### src/rtl/pcie_cfg_bridge.sv
module pcie_cfg_bridge #(
  parameter logic [7:0] ROOT_BUS = 8'h80
) (
  input  logic        clk,
  input  logic        rst_n,
  input  logic        cfg_we,
  input  logic [5:0]  cfg_word,
  input  logic [31:0] cfg_wdata,
  output logic [31:0] cfg_rdata,
  output logic        req_valid,
  input  logic        req_ready,
  output logic [7:0]  req_bus,
  output logic [7:0]  req_devfn,
  output logic [9:0]  req_offset,
  output logic        req_write,
  output logic [3:0]  req_be,
  output logic [31:0] req_wdata,
  input  logic        rsp_valid,
  input  logic [31:0] rsp_data,
  input  logic        rsp_absent
);
  localparam int NWORDS  = 64;
  localparam int W_CTRL  = 0;
  localparam int W_ICLR  = 2;
  localparam int W_CRD   = 3;
  localparam int W_D0    = 4;
  localparam int W_D1    = 5;
  localparam int W_D2    = 6;
  localparam int W_WDAT  = 8;
  localparam int W_TXS   = 9;
  localparam int W_ISTS  = 50;
  localparam int W_PRD   = 51;
  localparam int B_DONE  = 4;
  localparam int B_COMP  = 25;
  localparam int B_IDLE  = 31;

  typedef enum logic [1:0] {S_IDLE, S_REQ, S_RSP, S_FIN} st_t;

  logic [31:0] regs [NWORDS];
  st_t         state;
  logic [7:0]  q_bus, q_devfn;
  logic [9:0]  q_off;
  logic        q_wr;
  logic [3:0]  q_be;
  logic [31:0] q_data;

  wire [7:0] fmt    = regs[W_D0][31:24];
  wire       is_rd  = (fmt == 8'h04) || (fmt == 8'h05);
  wire       is_wr  = (fmt == 8'h44) || (fmt == 8'h45);
  wire [7:0] d_bus  = regs[W_D2][31:24];
  wire       trig   = cfg_we && (cfg_word == 6'(W_TXS)) && cfg_wdata[0];
  wire       launch = trig && (state == S_IDLE);
  wire       got    = (state == S_RSP) && rsp_valid;
  wire       finish = got || (state == S_FIN);

  assign cfg_rdata  = regs[cfg_word];
  assign req_valid  = (state == S_REQ);
  assign req_bus    = q_bus;
  assign req_devfn  = q_devfn;
  assign req_offset = q_off;
  assign req_write  = q_wr;
  assign req_be     = q_be;
  assign req_wdata  = q_data;

  always_ff @(posedge clk) begin
    if (!rst_n) begin
      state <= S_IDLE;
    end else begin
      case (state)
        S_IDLE: if (launch) state <= (is_rd || is_wr) ? S_REQ : S_FIN;
        S_REQ:  if (req_ready) state <= S_RSP;
        S_RSP:  if (rsp_valid) state <= S_IDLE;
        default: state <= S_IDLE;
      endcase
    end
  end

  always_ff @(posedge clk) begin
    if (!rst_n) begin
      q_bus   <= '0;
      q_devfn <= '0;
      q_off   <= '0;
      q_wr    <= 1'b0;
      q_be    <= '0;
      q_data  <= '0;
    end else if (launch) begin
      q_bus   <= (d_bus == ROOT_BUS) ? 8'h00 : d_bus;
      q_devfn <= regs[W_D2][23:16];
      q_off   <= regs[W_D2][11:2];
      q_wr    <= is_wr;
      q_be    <= is_wr ? regs[W_D1][3:0] : 4'hF;
      q_data  <= regs[W_WDAT];
    end
  end

  always_ff @(posedge clk) begin
    if (!rst_n) begin
      for (int i = 0; i < NWORDS; i++) regs[i] <= '0;
    end else begin
      if (cfg_we) begin
        case (int'(cfg_word))
          W_CTRL: if (cfg_wdata[4]) regs[W_CRD] <= '1;
          W_ICLR: if (cfg_wdata[0]) regs[W_TXS][B_IDLE] <= 1'b0;
          W_TXS:  ;
          W_ISTS: begin
            regs[W_ISTS] <= regs[W_ISTS] & (~cfg_wdata | 32'h0000_000F);
            if (cfg_wdata[B_DONE]) regs[W_TXS][B_COMP] <= 1'b0;
          end
          default: regs[cfg_word] <= cfg_wdata;
        endcase
      end
      if (finish) begin
        regs[W_ISTS][B_DONE] <= 1'b1;
        regs[W_TXS][B_COMP]  <= 1'b1;
        regs[W_TXS][B_IDLE]  <= 1'b1;
        if (got) begin
          if (rsp_absent)  regs[W_PRD] <= '1;
          else if (!q_wr)  regs[W_PRD] <= rsp_data;
        end
      end
    end
  end

  AST_REQ_HOLD: assert property (@(posedge clk) disable iff (!rst_n)
    req_valid && !req_ready |=> req_valid &&
      $stable({req_bus, req_devfn, req_offset, req_write, req_be, req_wdata}));

  AST_NO_ROOT_BUS: assert property (@(posedge clk) disable iff (!rst_n)
    req_valid |-> req_bus != ROOT_BUS);

  AST_BAD_CODE_NO_REQ: assert property (@(posedge clk) disable iff (!rst_n)
    launch && !(is_rd || is_wr) |=> !req_valid);

  AST_DONE_FLAGS: assert property (@(posedge clk) disable iff (!rst_n)
    finish |=> regs[W_TXS][B_IDLE] && regs[W_TXS][B_COMP] && regs[W_ISTS][B_DONE]);

  AST_INTX_KEPT: assert property (@(posedge clk) disable iff (!rst_n)
    cfg_we && cfg_word == 6'(W_ISTS) |=> regs[W_ISTS][3:0] == $past(regs[W_ISTS][3:0]));

endmodule

### config.mk
export PLATFORM = sky130hd
export DESIGN_NAME = pcie_cfg_bridge
export DESIGN_NICKNAME = d
export VERILOG_FILES = /design/src/rtl/pcie_cfg_bridge.sv
export SDC_FILE = /design/constraint.sdc
export NUM_CORES = 2
export LEC_CHECK = 0
export ABC_AREA = 1
export BUFFER_PORTS_ARGS = -buffer_cell sky130_fd_sc_hd__buf_2
export CORE_MARGIN = 5
export CORE_UTILIZATION = 42
export DETAILED_ROUTE_END_ITERATION = 12
export SLEW_MARGIN = 0
export SYNTH_ARGS = -nofsm -noshare
export SYNTH_HDL_FRONTEND = slang
export SYNTH_SLANG_ARGS = --single-unit
### constraint.sdc
create_clock -name clk -period 3.9 [get_ports clk]
set_clock_uncertainty 0.1 [all_clocks]
set_input_delay 0 -clock clk [delete_from_list [all_inputs] [get_ports clk]]
set_output_delay 0 -clock clk [all_outputs]
set_load 0.005 [all_outputs]
Word level (Yosys, flattened, before mapping)
Memory sizes are Yosys's and may differ from the RTL's. A register that Yosys moved wholly into a read port is not among the register bits.
Cells that the tools add are included.
{"block": "classes", "n_eq_ne": 16, "shift": 0, "bitwise_logic": 17, "mul": 0, "n_mux": 56, "n_lt_le_gt_ge": 0, "n_reduce_logical": 14, "div": 0, "add_sub_neg": 0}
{"cell": "$mux 32", "n": 5}
{"cell": "$mux 1", "n": 43}
{"cell": "$and 32x32->32", "n": 1}
{"cell": "$not 32->32", "n": 1}
{"cell": "$reduce_or 32->1", "n": 1}
{"cell": "$eq 6x6->1 const B", "n": 3}
{"cell": "$eq 8x3->1 const B", "n": 2}
{"cell": "$eq 8x7->1 const B", "n": 2}
{"cell": "$or 1x1->1", "n": 9}
{"cell": "$eq 8x8->1 const B", "n": 1}
{"cell": "$mux 2", "n": 4}
{"cell": "$mux 8", "n": 1}
{"cell": "$eq 6x2->1 const B", "n": 1}
{"cell": "$eq 6x4->1 const B", "n": 1}
{"cell": "$logic_not 6->1", "n": 1}
{"cell": "$mux 6", "n": 1}
{"cell": "$pmux 2 s3", "n": 1}
{"cell": "$and 1x1->1", "n": 4}
{"cell": "$eq 2x2->1 const B", "n": 2}
{"cell": "$logic_and 1x1->1", "n": 4}
{"cell": "$logic_or 1x1->1", "n": 4}
{"cell": "$mux 4", "n": 1}
{"cell": "$ne 2x2->1 const B", "n": 2}
{"cell": "$reduce_or 4->1", "n": 1}
{"cell": "other kinds (6)", "n": 7}
{"block": "totals", "reg_bits": 33, "output_inout_bits": 96, "latch_bits": 0, "ram_bits": 2048, "memories": 1, "rom_bits": 0, "in_bits": 76, "elab_cells": 110}
{"memory": "regs", "words": 64, "word_bits": 32, "read_ports": 6, "rd_clocked_by_memory_dff": 1, "wr": 64, "line": "39", "rtl": "logic [31:0] regs [NWORDS];"}

Longest topological paths before layout
{"block": "logic_depth", "word_depth": 12, "ltp_mapped": 15}

Least setup slack after synthesis
No wires, ideal clock.
{"block": "synth_path", "path_type": "input -> register", "startpoint": "input cfg_word[2]", "endpoint": "memory regs[1][0] (enable)", "slack_ns": 1.173, "arrival_ns": 2.150, "stages": 9, "path_cell_list": "buf_2 > nor3_1 > nand2_1 > clkinv_1 > nand2_1 > clkbuf_1 > nand4_1 > buf_2 > nand2_1"}
{"element": "start: declaration", "line": "7", "rtl": "input logic [5:0] cfg_word,"}
{"element": "end: declaration", "line": "39"}

==> results.txt <==
- The run finished with clean final reports.
* Setup-violating endpoint count in the final report: 0
- After the first detailed-routing iteration, the DRC count stood at 10.3k.
- Final sum of negative setup slack: 0 ns
* Vias after detailed routing: 78.5k
- Of the cells placed in the final design, the portion with a size suffix greater than 1 is 0.0672.
- Summed over all layers, the global routing overflow is 0.
* Unrepaired setup endpoints after global routing: false
* Number of distinct standard cells referenced by the synthesized netlist: 23
* Vias in the first global route: 73.8k
* Fraction of the core area covered by cells at the end of the flow: 0.477
- Post-CTS Resized: 0
* Leading cell types by total area after synthesis: sky130_fd_sc_hd__edfxtp_1 (63%), sky130_fd_sc_hd__nand2_1 (23%), sky130_fd_sc_hd__nor2_1 (8.0%)
- Cell count after synthesis: 11.4k
- Type of element launching the critical path: flop
- Final ANT Viol Nets: 0
* Area growth from synthesis to final layout: 12.9%
- Setup repair bufs after CTS: 0
- Count of input and output buffers: 171
* Crit path DAT: 4.42 ns
- The floorplan has 177 rows.
* Min-Delay Path Class: in2reg
- Final number of hold-violating endpoints: 0
- Final Max Tran Viols: 0
- Antenna violations before repair: 16
- Filler cells: 21.9k
* Worst Max-Slew Pin Slew: 1.25 ns
* Final routed wire length divided by cell count: 22.8 microns
- Total clock buffers created by CTS: approximately 220
* Critical path class: reg2reg
- Post-Route Hold Slack: ~0.083 ns
* CTS Root Buffer Type: sky130_fd_sc_hd__clkbuf_16
- After clock tree synthesis, the clock-pin slew on the worst setup and hold paths is 0.06 ns.
- Horizontal die dimension: 494 microns
- Post-synth top area cell: sky130_fd_sc_hd__edfxtp_1
- Critical path data required time: roughly 4.6 ns
* Yosys reg bits: 2113
- TritonCTS built the clock tree.
* Maximum clock rate: 0.265 GHz
* Post-synthesis cell area: between 90000 and 100000 sq um
- Of all nets on the critical path, the largest fanout is 64.
- Using the TritonRoute via totals, the vias-per-cell ratio works out to about 5.3.
- Share of the clock period used by the worst path after layout: 0.968
* Worst-skew pair later-pin latency: 0.88 ns
* Total power density per cell area: between 400 and 500 nW/um^2
* Ys Warns: 0
- Minimum period implied by the final worst setup slack: 3.78 ns
- I/O pin total: 172
* Clock H-tree levels: 4
- Total iterations of the first detailed-routing run: 10
- Routed Wire Length: 337 mm
- The die covers 244000 sq um.
* Max-Cap Viols: 0
* Initial standard-cell utilization of the core: 0.423
- Sequential share of the synthesized area: 0.638
* Net count reported at finish: 11.5k
* Max Buffers Root-to-Sink: 3
* P_leak: 49.7 nW
* DRC violations left: 0
- Half-perimeter wire length after placement: 197 mm
- VDD sags by at most 0.507 mV.
- The worst pin sits at a relative slew slack of 0.164.
* Die height: about 490 microns
- Leaving out fill and tap cells, the most frequent cell in the layout is sky130_fd_sc_hd__nand2_1.
* Core area: 233000 sq um
- STA classifies the critical path endpoint as a flop.
- Across every metal layer, demand over resource in global routing totals 0.270.
- Top library cells by usage in the layout, fill and taps aside: sky130_fd_sc_hd__nand2_1 (6028), sky130_fd_sc_hd__nor2_1 (2082), sky130_fd_sc_hd__edfxtp_1 (2048), sky130_fd_sc_hd__clkbuf_16 (224), sky130_fd_sc_hd__buf_4 (223)
- Entering global routing, the biggest net connects 166 pins.
* Average cell area after synthesis: 8.62 sq um
* Wire length of the first global-routing pass: 494 mm
- Clock tree synthesis found a total of 2113 sinks.
* Post-synth top area share: 0.625
- At the end of routability-driven placement, the weighted congestion stood at 0.900.
-- final timing paths --
path	from	endpoint	slack, ns	depth (start not counted)
worst max-delay path	state[0]$_SDFFE_PN0P_	regs[51][0]$_DFFE_PP_	0.12	10
worst min-delay path	rst_n	req_devfn[2]$_SDFFE_PN0P_	0.08	4
worst max register to register	state[0]$_SDFFE_PN0P_	regs[51][0]$_DFFE_PP_	0.12	10
worst min register to register	req_bus[7]$_SDFFE_PN0P_	req_bus[7]$_SDFFE_PN0P_	0.34	2
-- per-layer routing --
| layer | GRT usage | wire [microns] | part of all wire |
|---|---|---|---|
| met5 | 0.000196 | 37 | 0.00011 |
| met4 | 0.152 | 21800 | 0.065 |
| met3 | 0.0519 | 33100 | 0.098 |
| met2 | 0.414 | 150000 | 0.44 |
| met1 | 0.363 | 132000 | 0.39 |
-- flip-flops by register name, indices dropped and copies added, names as in the netlist --
register and count:
req_devfn 8, req_be 4, regs 2048, req_offset 10, req_bus 8, req_write 1, state 2, req_wdata 32
-- power breakdown --
part	total, mW	switching [mW]	internal [mW]
sequential	26.3	0.330	26.0
combinational	4.89	3.73	1.16
clock	20.0	8.94	11.1
-- synth_stat cells --
| cell type | instances |
|---|---|
| sky130_fd_sc_hd__nand2_1 | 6029 |
| sky130_fd_sc_hd__nor2_1 | 2087 |
| sky130_fd_sc_hd__edfxtp_1 | 2048 |
| sky130_fd_sc_hd__clkbuf_1 | 660 |
| sky130_fd_sc_hd__buf_2 | 184 |
| sky130_fd_sc_hd__nand4_1 | 123 |
| sky130_fd_sc_hd__dfxtp_1 | 65 |
| sky130_fd_sc_hd__inv_1 | 57 |
| sky130_fd_sc_hd__o21ai_0 | 57 |
| sky130_fd_sc_hd__inv_2 | 32 |
| sky130_fd_sc_hd__buf_1 | 23 |
| sky130_fd_sc_hd__nor3_1 | 14 |
| sky130_fd_sc_hd__o21ai_1 | 9 |
| sky130_fd_sc_hd__nand3_1 | 8 |
| sky130_fd_sc_hd__a21oi_1 | 3 |
| sky130_fd_sc_hd__clkinv_1 | 2 |
| sky130_fd_sc_hd__a31oi_1 | 1 |
| sky130_fd_sc_hd__and2_0 | 1 |
| sky130_fd_sc_hd__and2_1 | 1 |
| sky130_fd_sc_hd__conb_1 | 1 |
| sky130_fd_sc_hd__nor3_2 | 1 |
| sky130_fd_sc_hd__o22ai_1 | 1 |
| sky130_fd_sc_hd__or2_2 | 1 |
-- area by class of cell --
cell class,count,area (sq um),share of cell area
flip-flops and latches,2113,62800,0.566
multi-input cells,8434,32200,0.290
clock buffers,286,5870,0.0529
repair buffers,594,4960,0.0447
well taps,3132,3920,0.0353
clock inverters,112,853,0.00768
inverters,91,404,0.00364
diodes,16,40.0,0.000361
-- what timing repair did --
item	CTS	global route
hold endpoints to repair	662	0
hold buffers	161	0
setup endpoints to repair	0	0
-- per-stage QoR --
stage,setup WS (ns),instance area [sq um],power [mW],cells
after floorplan,1.17,98700,29.4,11500
after global placement,0.699,103000,31.4,14200
after detailed placement,0.719,103000,31.5,14200
after CTS,0.327,111000,51.4,14800
after global routing,0.139,111000,52.9,14800
final,0.125,111000,51.2,14800
-- critical path: stages, from the launching register on --
cell and delay [ns]:
sky130_fd_sc_hd__dfxtp_1 0.34, sky130_fd_sc_hd__inv_1 0.06, sky130_fd_sc_hd__nand3_1 0.09, sky130_fd_sc_hd__nor2_1 0.11, sky130_fd_sc_hd__nand2_1 0.17, sky130_fd_sc_hd__nand2_1 0.15
sky130_fd_sc_hd__nand2_4 0.77, sky130_fd_sc_hd__buf_4 0.71, sky130_fd_sc_hd__nand4_1 0.30, sky130_fd_sc_hd__nand2_1 0.16, sky130_fd_sc_hd__dlygate4sd3_1 0.58
-- cell families (layout without fill, tap and decap cells) --
family,after synthesis,after routing,share of synthesized area
flops,2113,2113,0.638
buf+inv,958,1083,0.0389
compound gates,71,71,0.00364
simple gates,8265,8265,0.319
other cells,1,114,0.0000381
No activity file was read; power rests on OpenSTA's default activity.
